`config.mk`:
```
export PLATFORM = sky130hd
export DESIGN_NAME = sector_ecc_corrector
export DESIGN_NICKNAME = d
export VERILOG_FILES = /design/src/rtl/ecc_chk_pkg.sv /design/src/rtl/ecc_code_select.sv /design/src/rtl/ecc_syndrome_eval.sv /design/src/rtl/sector_ecc_corrector.sv
export SDC_FILE = /design/constraint.sdc
export NUM_CORES = 1
export LEC_CHECK = 0
export BUFFER_PORTS_ARGS = -buffer_cell sky130_fd_sc_hd__buf_2
export CORE_MARGIN = 2
export CORE_UTILIZATION = 35
export CTS_CLUSTER_DIAMETER = 40
export DETAILED_ROUTE_END_ITERATION = 6
export PLACE_DENSITY = 0.6
export SLEW_MARGIN = 20
export SYNTH_ARGS = -nofsm -noshare
export SYNTH_HDL_FRONTEND = slang
export SYNTH_SLANG_ARGS = --single-unit
```
`constraint.sdc`:
```
create_clock -name clk -period 7.3 [get_ports clk]
set_clock_uncertainty 0.1 [all_clocks]
set_input_delay 0.365 -clock clk [delete_from_list [all_inputs] [get_ports clk]]
set_output_delay 0.365 -clock clk [all_outputs]
set_load 0.01 [all_outputs]
```
`src/rtl/ecc_chk_pkg.sv`:
```
package ecc_chk_pkg;

    typedef enum logic [1:0] {
        RES_CLEAN = 2'd0,
        RES_FIXED = 2'd1,
        RES_FATAL = 2'd2
    } result_t;

    typedef enum logic [1:0] {
        CLS_NONE   = 2'd0,
        CLS_SINGLE = 2'd1,
        CLS_MULTI  = 2'd2
    } class_t;

    typedef enum logic [2:0] {
        ST_IDLE   = 3'd0,
        ST_EVAL   = 3'd1,
        ST_READ   = 3'd2,
        ST_WRITE  = 3'd3,
        ST_FINISH = 3'd4
    } fsm_t;

endpackage

```
`src/rtl/ecc_code_select.sv`:
```
module ecc_code_select #(
    parameter int CODE_W  = 24,
    parameter int SECTORS = 4,
    parameter int SEC_W   = 2
) (
    input  logic [SECTORS*CODE_W-1:0] stored_all,
    input  logic [SECTORS*CODE_W-1:0] calc_all,
    input  logic [SEC_W-1:0]          sel,
    output logic [CODE_W-1:0]         stored_one,
    output logic [CODE_W-1:0]         calc_one
);

    logic [CODE_W-1:0] stored_arr [SECTORS];
    logic [CODE_W-1:0] calc_arr   [SECTORS];

    for (genvar g = 0; g < SECTORS; g++) begin : g_slice
        assign stored_arr[g] = stored_all[g*CODE_W +: CODE_W];
        assign calc_arr[g]   = calc_all[g*CODE_W +: CODE_W];
    end

    always_comb begin
        stored_one = '0;
        calc_one   = '0;
        for (int i = 0; i < SECTORS; i++) begin
            if (SEC_W'(i) == sel) begin
                stored_one = stored_arr[i];
                calc_one   = calc_arr[i];
            end
        end
    end

endmodule

```
`src/rtl/ecc_syndrome_eval.sv`:
```
module ecc_syndrome_eval
    import ecc_chk_pkg::*;
#(
    parameter int BYTE_W = 9,
    parameter int BIT_W  = 3
) (
    input  logic [2*(BYTE_W+BIT_W)-1:0] stored,
    input  logic [2*(BYTE_W+BIT_W)-1:0] calc,
    output class_t                      cls,
    output logic [BYTE_W-1:0]           loc_byte,
    output logic [BIT_W-1:0]            loc_bit
);

    localparam int LOC_W  = BYTE_W + BIT_W;
    localparam int CODE_W = 2 * LOC_W;
    localparam int CNT_W  = $clog2(CODE_W + 1);

    logic [CODE_W-1:0] syndrome;
    logic [CNT_W-1:0]  weight;
    logic              erased;
    logic [LOC_W-1:0]  odd_half;

    assign syndrome = stored ^ calc;
    assign erased   = (&stored) && !(|calc);
    assign odd_half = syndrome[CODE_W-1:LOC_W];
    assign loc_byte = odd_half[LOC_W-1:BIT_W];
    assign loc_bit  = odd_half[BIT_W-1:0];

    always_comb begin
        weight = '0;
        for (int i = 0; i < CODE_W; i++) begin
            weight = weight + CNT_W'(syndrome[i]);
        end
    end

    always_comb begin
        if (!(|syndrome) || erased) begin
            cls = CLS_NONE;
        end else if (weight == CNT_W'(LOC_W)) begin
            cls = CLS_SINGLE;
        end else begin
            cls = CLS_MULTI;
        end
    end

endmodule

```
`src/rtl/sector_ecc_corrector.sv`:
```
module sector_ecc_corrector
    import ecc_chk_pkg::*;
#(
    parameter int SECTOR_BYTES = 512,
    parameter int DATA_W       = 8,
    parameter int MAX_SECTORS  = 4,
    localparam int BYTE_W = $clog2(SECTOR_BYTES),
    localparam int BIT_W  = $clog2(DATA_W),
    localparam int LOC_W  = BYTE_W + BIT_W,
    localparam int CODE_W = 2 * LOC_W,
    localparam int SEC_W  = (MAX_SECTORS > 1) ? $clog2(MAX_SECTORS) : 1,
    localparam int ADDR_W = SEC_W + BYTE_W
) (
    input  logic                          clk,
    input  logic                          rst_n,
    input  logic                          start,
    input  logic                          multi_sector,
    input  logic [MAX_SECTORS*CODE_W-1:0] stored_code,
    input  logic [MAX_SECTORS*CODE_W-1:0] calc_code,
    output logic                          buf_rd_en,
    output logic                          buf_wr_en,
    output logic [ADDR_W-1:0]             buf_addr,
    output logic [DATA_W-1:0]             buf_wdata,
    input  logic [DATA_W-1:0]             buf_rdata,
    output logic                          busy,
    output logic                          done,
    output logic [1:0]                    status,
    output logic [SEC_W-1:0]              err_sector,
    output logic [BYTE_W-1:0]             err_byte,
    output logic [BIT_W-1:0]              err_bit
);

    localparam logic [SEC_W-1:0] LAST_MULTI = SEC_W'(MAX_SECTORS - 1);

    fsm_t                          state_q, state_d;
    logic [MAX_SECTORS*CODE_W-1:0] stored_q, calc_q;
    logic                          multi_q;
    logic [SEC_W-1:0]              sector_q;
    result_t                       result_q;
    logic [SEC_W-1:0]              err_sector_q;
    logic [BYTE_W-1:0]             err_byte_q;
    logic [BIT_W-1:0]              err_bit_q;

    logic [CODE_W-1:0]             cur_stored, cur_calc;
    class_t                        cur_cls;
    logic [BYTE_W-1:0]             cur_byte;
    logic [BIT_W-1:0]              cur_bit;
    logic                          on_last;

    ecc_code_select #(
        .CODE_W  (CODE_W),
        .SECTORS (MAX_SECTORS),
        .SEC_W   (SEC_W)
    ) u_select (
        .stored_all (stored_q),
        .calc_all   (calc_q),
        .sel        (sector_q),
        .stored_one (cur_stored),
        .calc_one   (cur_calc)
    );

    ecc_syndrome_eval #(
        .BYTE_W (BYTE_W),
        .BIT_W  (BIT_W)
    ) u_eval (
        .stored   (cur_stored),
        .calc     (cur_calc),
        .cls      (cur_cls),
        .loc_byte (cur_byte),
        .loc_bit  (cur_bit)
    );

    assign on_last = multi_q ? (sector_q == LAST_MULTI) : 1'b1;

    // Next-state logic
    always_comb begin
        state_d = state_q;
        unique case (state_q)
            ST_IDLE: begin
                if (start) state_d = ST_EVAL;
            end
            ST_EVAL: begin
                unique case (cur_cls)
                    CLS_NONE:   state_d = on_last ? ST_FINISH : ST_EVAL;
                    CLS_SINGLE: state_d = ST_READ;
                    default:    state_d = ST_FINISH;
                endcase
            end
            ST_READ:   state_d = ST_WRITE;
            ST_WRITE:  state_d = on_last ? ST_FINISH : ST_EVAL;
            ST_FINISH: state_d = ST_IDLE;
            default:   state_d = ST_IDLE;
        endcase
    end

    // State register
    always_ff @(posedge clk or negedge rst_n) begin
        if (!rst_n) begin
            state_q <= ST_IDLE;
        end else begin
            state_q <= state_d;
        end
    end

    // Datapath registers
    always_ff @(posedge clk or negedge rst_n) begin
        if (!rst_n) begin
            stored_q     <= '0;
            calc_q       <= '0;
            multi_q      <= 1'b0;
            sector_q     <= '0;
            result_q     <= RES_CLEAN;
            err_sector_q <= '0;
            err_byte_q   <= '0;
            err_bit_q    <= '0;
        end else begin
            unique case (state_q)
                ST_IDLE: begin
                    if (start) begin
                        stored_q     <= stored_code;
                        calc_q       <= calc_code;
                        multi_q      <= multi_sector;
                        sector_q     <= '0;
                        result_q     <= RES_CLEAN;
                        err_sector_q <= '0;
                        err_byte_q   <= '0;
                        err_bit_q    <= '0;
                    end
                end
                ST_EVAL: begin
                    unique case (cur_cls)
                        CLS_NONE: begin
                            if (!on_last) sector_q <= sector_q + 1'b1;
                        end
                        CLS_SINGLE: begin
                            result_q     <= RES_FIXED;
                            err_sector_q <= sector_q;
                            err_byte_q   <= cur_byte;
                            err_bit_q    <= cur_bit;
                        end
                        default: begin
                            result_q     <= RES_FATAL;
                            err_sector_q <= sector_q;
                        end
                    endcase
                end
                ST_WRITE: begin
                    if (!on_last) sector_q <= sector_q + 1'b1;
                end
                default: ;
            endcase
        end
    end

    // Outputs
    always_comb begin
        buf_rd_en  = (state_q == ST_READ);
        buf_wr_en  = (state_q == ST_WRITE);
        buf_addr   = {sector_q, err_byte_q};
        buf_wdata  = buf_rdata ^ (DATA_W'(1) << err_bit_q);
        busy       = (state_q != ST_IDLE);
        done       = (state_q == ST_FINISH);
        status     = result_q;
        err_sector = err_sector_q;
        err_byte   = err_byte_q;
        err_bit    = err_bit_q;
    end

endmodule

```
Word-level counts from Yosys, hierarchy flattened. Index checks and enable logic that the tools add are counted.

Register bits: 214. Output and inout port bits: 39.

$add $sub $neg: 24. Equality and inequality tests: 14. Shift operators: 1. Muxes and demuxes: 29. Bitwise logic cells: 2. Reductions and logical operators: 17.

Operator list (count): two-way mux 24 bit (8); adder 5 x 1 -> 5 bit (22); OR reduction 24 bit (2); AND reduction 24 bit (1); bitwise XOR 24 bit (1); two-way mux 9 bit (2); case mux 9 bit (2 select lines) (1); two-way mux 2 bit (6); two-way mux 3 bit (4); case mux 2 bit (2 select lines) (3); case mux 3 bit (2 select lines) (2); case mux 3 bit (4 select lines) (1); AND reduction 3 bit (3); << shifter 1 x 3 -> 8 bit, first input constant (1); bitwise XOR 8 bit (1); equality test 3 x 2 -> 1 bit, second input constant (2); inequality test 2 bit, second input constant (3); case mux 2 bit (3 select lines) (1); nonzero test 3 bit (2); equality test 5 x 4 -> 1 bit, second input constant (1); equality test 2 bit, first input constant (2); logical NOT 2 bit (2); equality test 3 x 1 -> 1 bit, second input constant (1); equality test 3 bit, second input constant (1); 13 further kinds (14).

Longest topological paths before layout. Gate-level depths: netlist (run 1).

Depth after elaboration: 35. Gate-level depth with buffers: 29.

Hierarchy. A second synthesis (run 1) with hierarchy kept.

Cell total of the unflattened synthesis: 1115. Area, all modules: 10742.8 um2.

Modules (own cells, without submodules): sector_ecc_corrector (times used 1, cells an instance 944, area an instance 8526.9 um2, sequential area each 5355.1 um2); ecc_code_select (times used 1, cells an instance 58, area an instance 1152.4 um2, sequential area each 0.0 um2); ecc_syndrome_eval (times used 1, cells an instance 113, area an instance 1063.5 um2, sequential area each 0.0 um2).

Least setup slack after synthesis (run 1). No wires, ideal clock.

Path kind: register to register. Start: register sector_q[1]. End: register err_byte_q[5], in the netlist err_byte[5]. Setup time: 0.110 ns. Arrival time: 6.607 ns. Required time: 7.090 ns. Setup slack: 0.483 ns. Stages on the path, launching flop included: 26. Buffers on the path: 6. Clock period less this slack: 6.817 ns. Path through: dfrtp_1 -> inv_1 -> ha_1 -> buf_2 -> buf_2 -> buf_2 -> buf_1 -> o21ai_0 -> a22oi_1 -> xnor2_1 -> ha_1 -> inv_1 -> fa_1 -> fa_1 -> fa_1 -> fa_1 -> fa_1 -> fa_1 -> inv_1 -> fa_1 -> nor3_1 -> and3_1 -> clkbuf_1 -> nand3_1 -> buf_6 -> o41ai_1.

Word-level cells in the longest chain between the ends: 35. Elaborated cells on any way between the ends: 51. Classes of those cells: 23 x add/sub; 6 x eq/ne; 12 x mux; 1 x bitwise; 9 x reduce/logical.

Ends and longest elaborated chain: start: declaration (RTL line sector_ecc_corrector.sv:38) `logic [SEC_W-1:0] sector_q;`; start signal: assignment (RTL line sector_ecc_corrector.sv:133) `if (!on_last) sector_q <= sector_q + 1'b1;`; start signal: assignment (RTL line sector_ecc_corrector.sv:148) `if (!on_last) sector_q <= sector_q + 1'b1;`; logical NOT 2 bit (RTL line ecc_code_select.sv:25) `if (SEC_W'(i) == sel) begin`; two-way mux 24 bit (4 in series) (RTL line ecc_code_select.sv:25); bitwise XOR 24 bit (RTL line ecc_syndrome_eval.sv:23) `assign syndrome = stored ^ calc;`; adder 1 x 1 -> 2 bit (RTL line ecc_syndrome_eval.sv:32) `weight = weight + CNT_W'(syndrome[i]);`; adder 5 x 1 -> 5 bit (22 in series) (RTL line ecc_syndrome_eval.sv:32); equality test 5 x 4 -> 1 bit (RTL line ecc_syndrome_eval.sv:39) `end else if (weight == CNT_W'(LOC_W)) begin`; two-way mux 2 bit (RTL line ecc_syndrome_eval.sv:39); two-way mux 2 bit (RTL line ecc_syndrome_eval.sv:37) `if (!(|syndrome) || erased) begin`; equality test 2 x 1 -> 1 bit (RTL line sector_ecc_corrector.sv:131) `unique case (cur_cls)`; inequality test 2 x 1 -> 1 bit (no source line); AND reduction 3 bit (no source line); end signal: assignment (RTL line sector_ecc_corrector.sv:138) `err_byte_q <= cur_byte;`; end: declaration (RTL line sector_ecc_corrector.sv:41) `logic [BYTE_W-1:0] err_byte_q;`.

Several ways; a longest one is shown, not always the timed one. The select of a mux whose other input is x is not followed. A chain may end at the register's enable or synchronous reset.

Worst setup path after layout (run 1).
Start: register sector_q[0]. End: register err_bit_q[2], in the netlist err_bit[2].

Word-level cells in the longest chain between the ends: 35. Elaborated cells on any way between the ends: 51. Classes of those cells: 23 x add/sub; 6 x eq/ne; 12 x mux; 1 x bitwise; 9 x reduce/logical.

Ends and longest elaborated chain: logical NOT 2 bit (RTL line ecc_code_select.sv:25); two-way mux 24 bit (4 in series) (RTL line ecc_code_select.sv:25); bitwise XOR 24 bit (RTL line ecc_syndrome_eval.sv:23); adder 1 x 1 -> 2 bit (RTL line ecc_syndrome_eval.sv:32); adder 5 x 1 -> 5 bit (22 in series) (RTL line ecc_syndrome_eval.sv:32); equality test 5 x 4 -> 1 bit (RTL line ecc_syndrome_eval.sv:39); two-way mux 2 bit (RTL line ecc_syndrome_eval.sv:39); two-way mux 2 bit (RTL line ecc_syndrome_eval.sv:37); equality test 2 x 1 -> 1 bit (RTL line sector_ecc_corrector.sv:131); inequality test 2 x 1 -> 1 bit (no source line); AND reduction 3 bit (no source line); end signal: assignment (RTL line sector_ecc_corrector.sv:139) `err_bit_q <= cur_bit;`; end: declaration (RTL line sector_ecc_corrector.sv:42) `logic [BIT_W-1:0] err_bit_q;`.

Several ways; a longest one is shown, not always the timed one. The select of a mux whose other input is x is not followed.

==> results of run 1 <==
-- final timing paths --
| check | to | startpoint | slack (ns) |
|---|---|---|---|
| min in group asynchronous | calc_q[4] | rst_n | 0.33 |
| worst max-delay path | err_bit[2] | sector_q[0] | 0.48 |
| worst min register to register | calc_q[26] | calc_q[26] | 0.37 |
| worst max register to register | err_bit[2] | sector_q[0] | 0.48 |
| worst min-delay path | calc_q[94] | calc_code[94] | 0.003 |
| max in group asynchronous | stored_q[78] | rst_n | 5.44 |
-- metal layers --
layer	global-route usage [%]	vias up	part of all wire, %
li1	-	5087	-
met1	28.3	4948	41
met2	39.0	377	49
met3	3.35	89	5.5
met4	10.2	0	4.4
met5	0	-	0
-- tightest hold or removal path: cells and delay by family --
family                 cells  cell delay, ns
AND/OR/NAND/NOR            2            0.13
buffers and inverters      1            0.07
-- layout by cell type, fill, tap and decap left out, drive strengths merged, types with 3 or more instances in the layout --
master / synthesis / final
a211oi: 14 / 14
a21oi: 7 / 7
a22oi: 4 / 4
a2bb2oi: 9 / 9
a31o: 5 / 5
a31oi: 15 / 15
and2: 6 / 6
buf: 37 / 266
clkbuf: 55 / 43
clkinv: 1 / 9
clkinvlp: 0 / 5
dfrtp: 214 / 214
dlygate4sd3: 0 / 170
fa: 17 / 17
ha: 12 / 12
inv: 36 / 42
mux2i: 7 / 7
nand2: 653 / 653
nand2b: 9 / 9
nand3: 7 / 7
nand3b: 17 / 17
nand4: 6 / 6
nand4b: 3 / 3
nor2: 18 / 18
nor2b: 6 / 6
nor3: 6 / 6
nor3b: 4 / 4
nor4: 4 / 4
nor4b: 3 / 3
o211a: 21 / 21
o211ai: 25 / 25
o21ai: 20 / 20
o22a: 4 / 4
o22ai: 30 / 30
o41ai: 5 / 5
or4: 3 / 3
xnor2: 14 / 14
xor2: 6 / 6
-- what timing repair did --
item,in CTS,in global routing
gates resized for setup,0,1
endpoints found under the hold margin,227,1
hold buffers,169,1
endpoints found under the setup margin,0,11
-- sequential cells by signal, indices dropped and copies added (netlist names) --
| register | flops |
|---|---|
| calc_q | 96 |
| stored_q | 96 |
| err_byte | 9 |
| err_bit | 3 |
| state_q | 3 |
| err_sector | 2 |
| sector_q | 2 |
| status | 2 |
| multi_q | 1 |
-- logic make-up after synthesis --
family / synth area share, %
muxes: 0.637
xor gates and xnor gates: 1.59
adders and majority gates: 4.46
AOI/OAI and AO/OA: 11.6
and+or+nand+nor: 28.0
buffers and inverters: 5.10
DFF: 48.7
-- metrics by stage --
step | cell area, um^2 | setup slack (ns)
after floorplan | 11000 | 0.483
after global placement | 12500 | 0.583
after detailed placement | 12500 | 0.438
after CTS | 15300 | 0.415
after global routing | 15400 | 0.0899
final | 15400 | 0.485
-- cell type report --
type	count	share of cell area (%)
multi-input cells	980	33.3
clock inverters	19	1.08
clock buffers	42	6.01
repair buffers	437	20.6
inverters	37	0.905
well taps	396	3.23
flip-flops and latches	214	34.9
-- synth_stat cells, types with 7 or more instances --
cell	n
a211oi_1	13
a21oi_1	7
a2bb2oi_1	9
a31oi_1	15
buf_2	22
buf_4	11
clkbuf_1	55
dfrtp_1	214
fa_1	17
ha_1	12
inv_1	36
mux2i_1	7
nand2_1	653
nand2b_1	9
nand3_1	7
nand3b_1	17
nor2_1	17
o211a_1	21
o211ai_1	25
o21ai_0	20
o22ai_1	30
xnor2_1	14
==> qor.yml, run 1 <==
yosys_warnings: 0
syn-instance-count: 1323
area_delta_synth_final_pct: 39.6
status: "finished clean"
post-cts-setup-buffers: 0
antenna_found_initial: 0
crit_path_start_kind: "flop"
cts_sinks: 214
cts.path.max_buffers: 3
worst_pin_slew_ns: 0.950
netlist_area_um2: 11000
die_h_um: 181
async_flop_share_pct: 100
rsz0062_at_grt: "no"
yosysTopAreaCell: "dfrtp_1"
grt_usage_pct: 22.7
maxCapViolations: 0
setup.worst_path.class: "reg -> reg"
arrival_ns: 7.08
synth_seq_cells: 214
avgViaCountPerCell: 4.94
synth.top_cell.area_share_pct: 48.7
die-area_um2: 32900
cts_root_buf: "clkbuf_16"
fmax_mhz: 147
dp_hpwl_um: 27100
n_antenna_cell: 0
crit_required_ns: 7.57
synth_ff_type: "dfrtp_1"
grt_overflow: 0
regArea_um2: 5360
syn-num-nets: 1556
cpPeakStageDelay_ns: 0.53
crit_cells: 22
drt_pre_antenna_iters: 7
finalCriticalPeriod_ns: 6.82
cpMaxStageDelayCell: "fa_1"
num_rows: 64
slew_headroom_pct: 36.7
setup_tns_ns: 0
hold_slack_ns: 0.00312
h-tree-depth: 2
wl_um: 37700
detail_route.wl_per_cell_um: 17.7
min_path_type: "in -> reg"
end_kind: "flop"
synth_edf_count: 0
fin_util_pct: 49.9
die_x_um: 181
synthTopCellsByArea: "dfrtp_1 49%, nand2_1 22%, fa_1 3.1%, o211a_1 1.9%, clkbuf_1 1.9%"
grt_max_degree: 107
place_congestion: 0.947
grt_pass1_vias: 10500
min_path_cells: 3
drive_above_1_share_pct: 19.7
cts_buffers: 34
num_vias: 10500
drt_iter0_drc: 718
seq_area_frac_synth_pct: 48.7
fillCellCount: 2934
yosysUniqueCellTypes: 60
ant_nets: 0
cts_tree: "yes"
port_buffers: 242
path_clk_slew_ns: 0.06
start_util_pct: 35.8
path_max_fanout: 10
place_inst: 1893
avgSynthCellArea_um2: 8.31
hold_viol_final: 0
setup_viol: 0
io_pins: 243
crit_buf_inv: 5
nNetsFinal: 1937
path_delay_family: "adder cells"
drc: 0
multi_input_area_um2: 5110
crit_top_cell: "fa_1"
instances_no_fill: 2125
grt_pass1_wl_um: 57400
path_cells: "inv_1 > ha_1 > nand2b_1 > buf_4 > o22ai_1 > a31oi_1 > xnor2_1 > ha_1 > inv_1 > fa_1 > fa_1 > fa_1 > fa_1 > fa_1 > fa_1 > inv_1 > fa_1 > nor3_1 > and3_1 > nand3_2 > buf_4 > mux2i_1"
finalMaxSlewViolations: 0
reg2regPathDepth: 22
clock_latency_ns: 0.50
final.period_utilization_pct: 93.4
core-area_um2: 30700
Power of run 1 is not shown: default switching activity piles up to over one toggle a cycle in this logic, so the estimate is an artifact.
==> run 2, diff against run 1 <==
Settings changed: CORE_ASPECT_RATIO from default to 1.25.
==> run 2 against run 1 <==
Effect of this change:
- the flow now finishes with violations (hold timing)
- setup slack got worse by 0.026 ns
- register-to-register slack got worse by 0.03 ns
- non-clock buffer count rose by 12
- maximum frequency fell by 0.38%
- utilization fell by 0.86 points
- critical path depth did not move
- global-route usage rose by 0.59 points
- critical path type unchanged
- critical endpoint is now err_byte[1]
- highest routed layer unchanged
==> qor.yml, run 2 (synthesis gave the netlist of run 1 again) <==
r2r-start: "sector_q[0]"  # unchanged
clock_latency_ns: 0.54  # was 0.50 ns
place_congestion: 0.964  # was 0.947
path_clk_slew_ns: 0.06  # about the same
reg2regPathDepth: 22  # unchanged
die_x_um: 163  # was 181 um
io_pins: 243  # unchanged
cts_sinks: 214  # unchanged
grt_pass1_wl_um: 59500  # was 57400 um
finalMaxSlewViolations: 0  # unchanged
grt_pass1_vias: 11100  # was 10500
min_path_type: "in -> reg"  # unchanged
status: "complete, but fails checks"  # was finished clean
cts_root_buf: "clkbuf_16"  # unchanged
fillCellCount: 2886  # was 2934
multi_input_area_um2: 5110  # about the same
finalCriticalPeriod_ns: 6.84  # was 6.82 ns
ant_nets: 0  # unchanged
slew_headroom_pct: 31.1  # was 36.7%
dp_hpwl_um: 26300  # was 27100 um
setup_viol: 0  # unchanged
h-tree-depth: 1  # was 2
cpPeakStageDelay_ns: 0.52  # was 0.53 ns
end_kind: "flop"  # unchanged
grt_usage_pct: 23.3  # was 22.7%
final.period_utilization_pct: 93.7  # was 93.4%
area_delta_synth_final_pct: 38.3  # was 39.6%
grt_overflow: 0  # unchanged
core-area_um2: 31000  # was 30700 um^2
antenna_found_initial: 0  # unchanged
cpMaxStageDelayCell: "fa_1"  # unchanged
regArea_um2: 5360  # unchanged
setup.worst_path.class: "reg -> reg"  # unchanged
violations: "hold timing"
setup_tns_ns: 0  # unchanged
r2r_slack_ns: 0.46  # was 0.48 ns
grt_max_degree: 106  # was 107
num_rows: 72  # was 64
die_h_um: 202  # was 181 um
drt_iter0_drc: 656  # was 718
num_vias: 10500  # about the same
arrival_ns: 7.15  # was 7.08 ns
drive_above_1_share_pct: 18.4  # was 19.7%
detail_route.wl_per_cell_um: 17.8  # was 17.7 um
rr_endpoint: "err_byte[1]"  # was err_bit[2]
hold_slack_ns: -0.00270  # was 0.00312 ns
n_antenna_cell: 0  # unchanged
start_util_pct: 35.5  # was 35.8%
drc: 0  # unchanged
crit_path_start: "sector_q[0]"  # unchanged
fmax_mhz: 146  # was 147 MHz
final_common_cell: "nand2_1"  # unchanged
die-area_um2: 32900  # about the same
wl_um: 37800  # was 37700 um
crit_required_ns: 7.61  # was 7.57 ns
avgViaCountPerCell: 4.95  # was 4.94
endpoint: "err_byte[1]"  # was err_bit[2]
path_cells: "inv_1 > ha_1 > buf_4 > nor2_2 > buf_12 > a31oi_1 > xnor2_1 > ha_1 > inv_1 > fa_1 > fa_1 > fa_1 > fa_1 > fa_1 > fa_1 > inv_1 > fa_1 > nor3_1 > and3_1 > nand3_2 > buf_4 > mux2i_1"  # was inv_1 > ha_1 > nand2b_1 > buf_4 > o22ai_1 > a31oi_1 > xnor2_1 > ha_1 > inv_1 > fa_1 > fa_1 > fa_1 > fa_1 > fa_1 > fa_1 > inv_1 > fa_1 > nor3_1 > and3_1 > nand3_2 > buf_4 > mux2i_1
worst_pin_slew_ns: 1.03  # was 0.950 ns
cts_buffers: 27  # was 34
maxCapViolations: 0  # unchanged
cts.path.max_buffers: 3  # unchanged
nNetsFinal: 1942  # was 1937
rsz0062_at_grt: "no"  # unchanged
crit_top_cell: "fa_1"  # unchanged
post-cts-setup-buffers: 0  # unchanged
drt_pre_antenna_iters: 5  # was 7
hold_viol_final: 1  # was 0
cts_tree: "yes"  # unchanged
most-common-layout-cells: "652 x nand2_1, 241 x buf_2, 214 x dfrtp_1"  # unchanged
port_buffers: 242  # unchanged
path_max_fanout: 41  # was 10
crit_path_start_kind: "flop"  # unchanged
## run 2: cell types whose count changed in the layout (fill, tap and decap cells not counted), sizes merged
cell,previous run,this run
clkinv,9,4
dlygate4sd3,170,188
buf,266,260
inv,42,41
clkinvlp,5,2
clkbuf,43,32
## run 2: metrics by stage
stage / worst slack (ns) / cells / hold WS (ns) / cell area (um^2) / util [%]
after global placement: 0.352 / 1899 / 0.231 / 12500 / 40.3
after detailed placement: 0.244 / 1899 / 0.235 / 12500 / 40.3
after floorplan: 0.483 / 1323 / -0.0306 / 11000 / -
final: 0.458 / 2128 / -0.00270 / 15200 / 49.1
after CTS: 0.262 / 2128 / 0.00111 / 15200 / 49.0
after global routing: 0.0501 / 2128 / 0.00761 / 15200 / 49.1
## run 2: final cells by class
class,instances,area share (%)
Clock buffer,31,4.67
Clock inverter,10,0.584
Tap cell,407,3.35
Multi-Input combinational cell,980,33.6
Timing Repair Buffer,449,21.7
Sequential cell,214,35.2
Inverter,37,0.913
## run 2: routing by layer
metal	track usage, %	routed length, um	share of wire [%]
met1	27.8	15000	40
met5	0	0	0
met4	11.4	1920	5.1
met2	41.7	19400	51
met3	2.20	1520	4.0
## run 2: timing repair
action,CTS,global route
hold endpoints to repair,234,0
resized for setup,0,2
endpoints found under the setup margin,0,14
hold buffers,188,0
## run 2: worst min path at each step
stage,startpoint,endpoint,slack [ns],depth (start not counted)
floorplan,rst_n,calc_q[0],-0.03,0
global placement,rst_n,stored_q[7],0.23,1
detailed placement,rst_n,stored_q[7],0.24,1
CTS,calc_code[40],calc_q[40],0.001,3
global route,calc_code[4],calc_q[4],0.008,3
finish,calc_code[38],calc_q[38],-0.003,3
## run 2: worst max-delay path, delay by kind of cell, from the launching register on
kind	cells	cell delay (ns)
AO/OA/AOI/OAI	1	0.18
XOR/XNOR	1	0.25
adder cells (fa/ha/maj)	9	3.59
buffers and inverters	6	1.01
flip-flops	1	0.48
multiplexers	1	0.13
AND/OR/NAND/NOR	4	0.97
Power of run 2 is left out for the same reason.
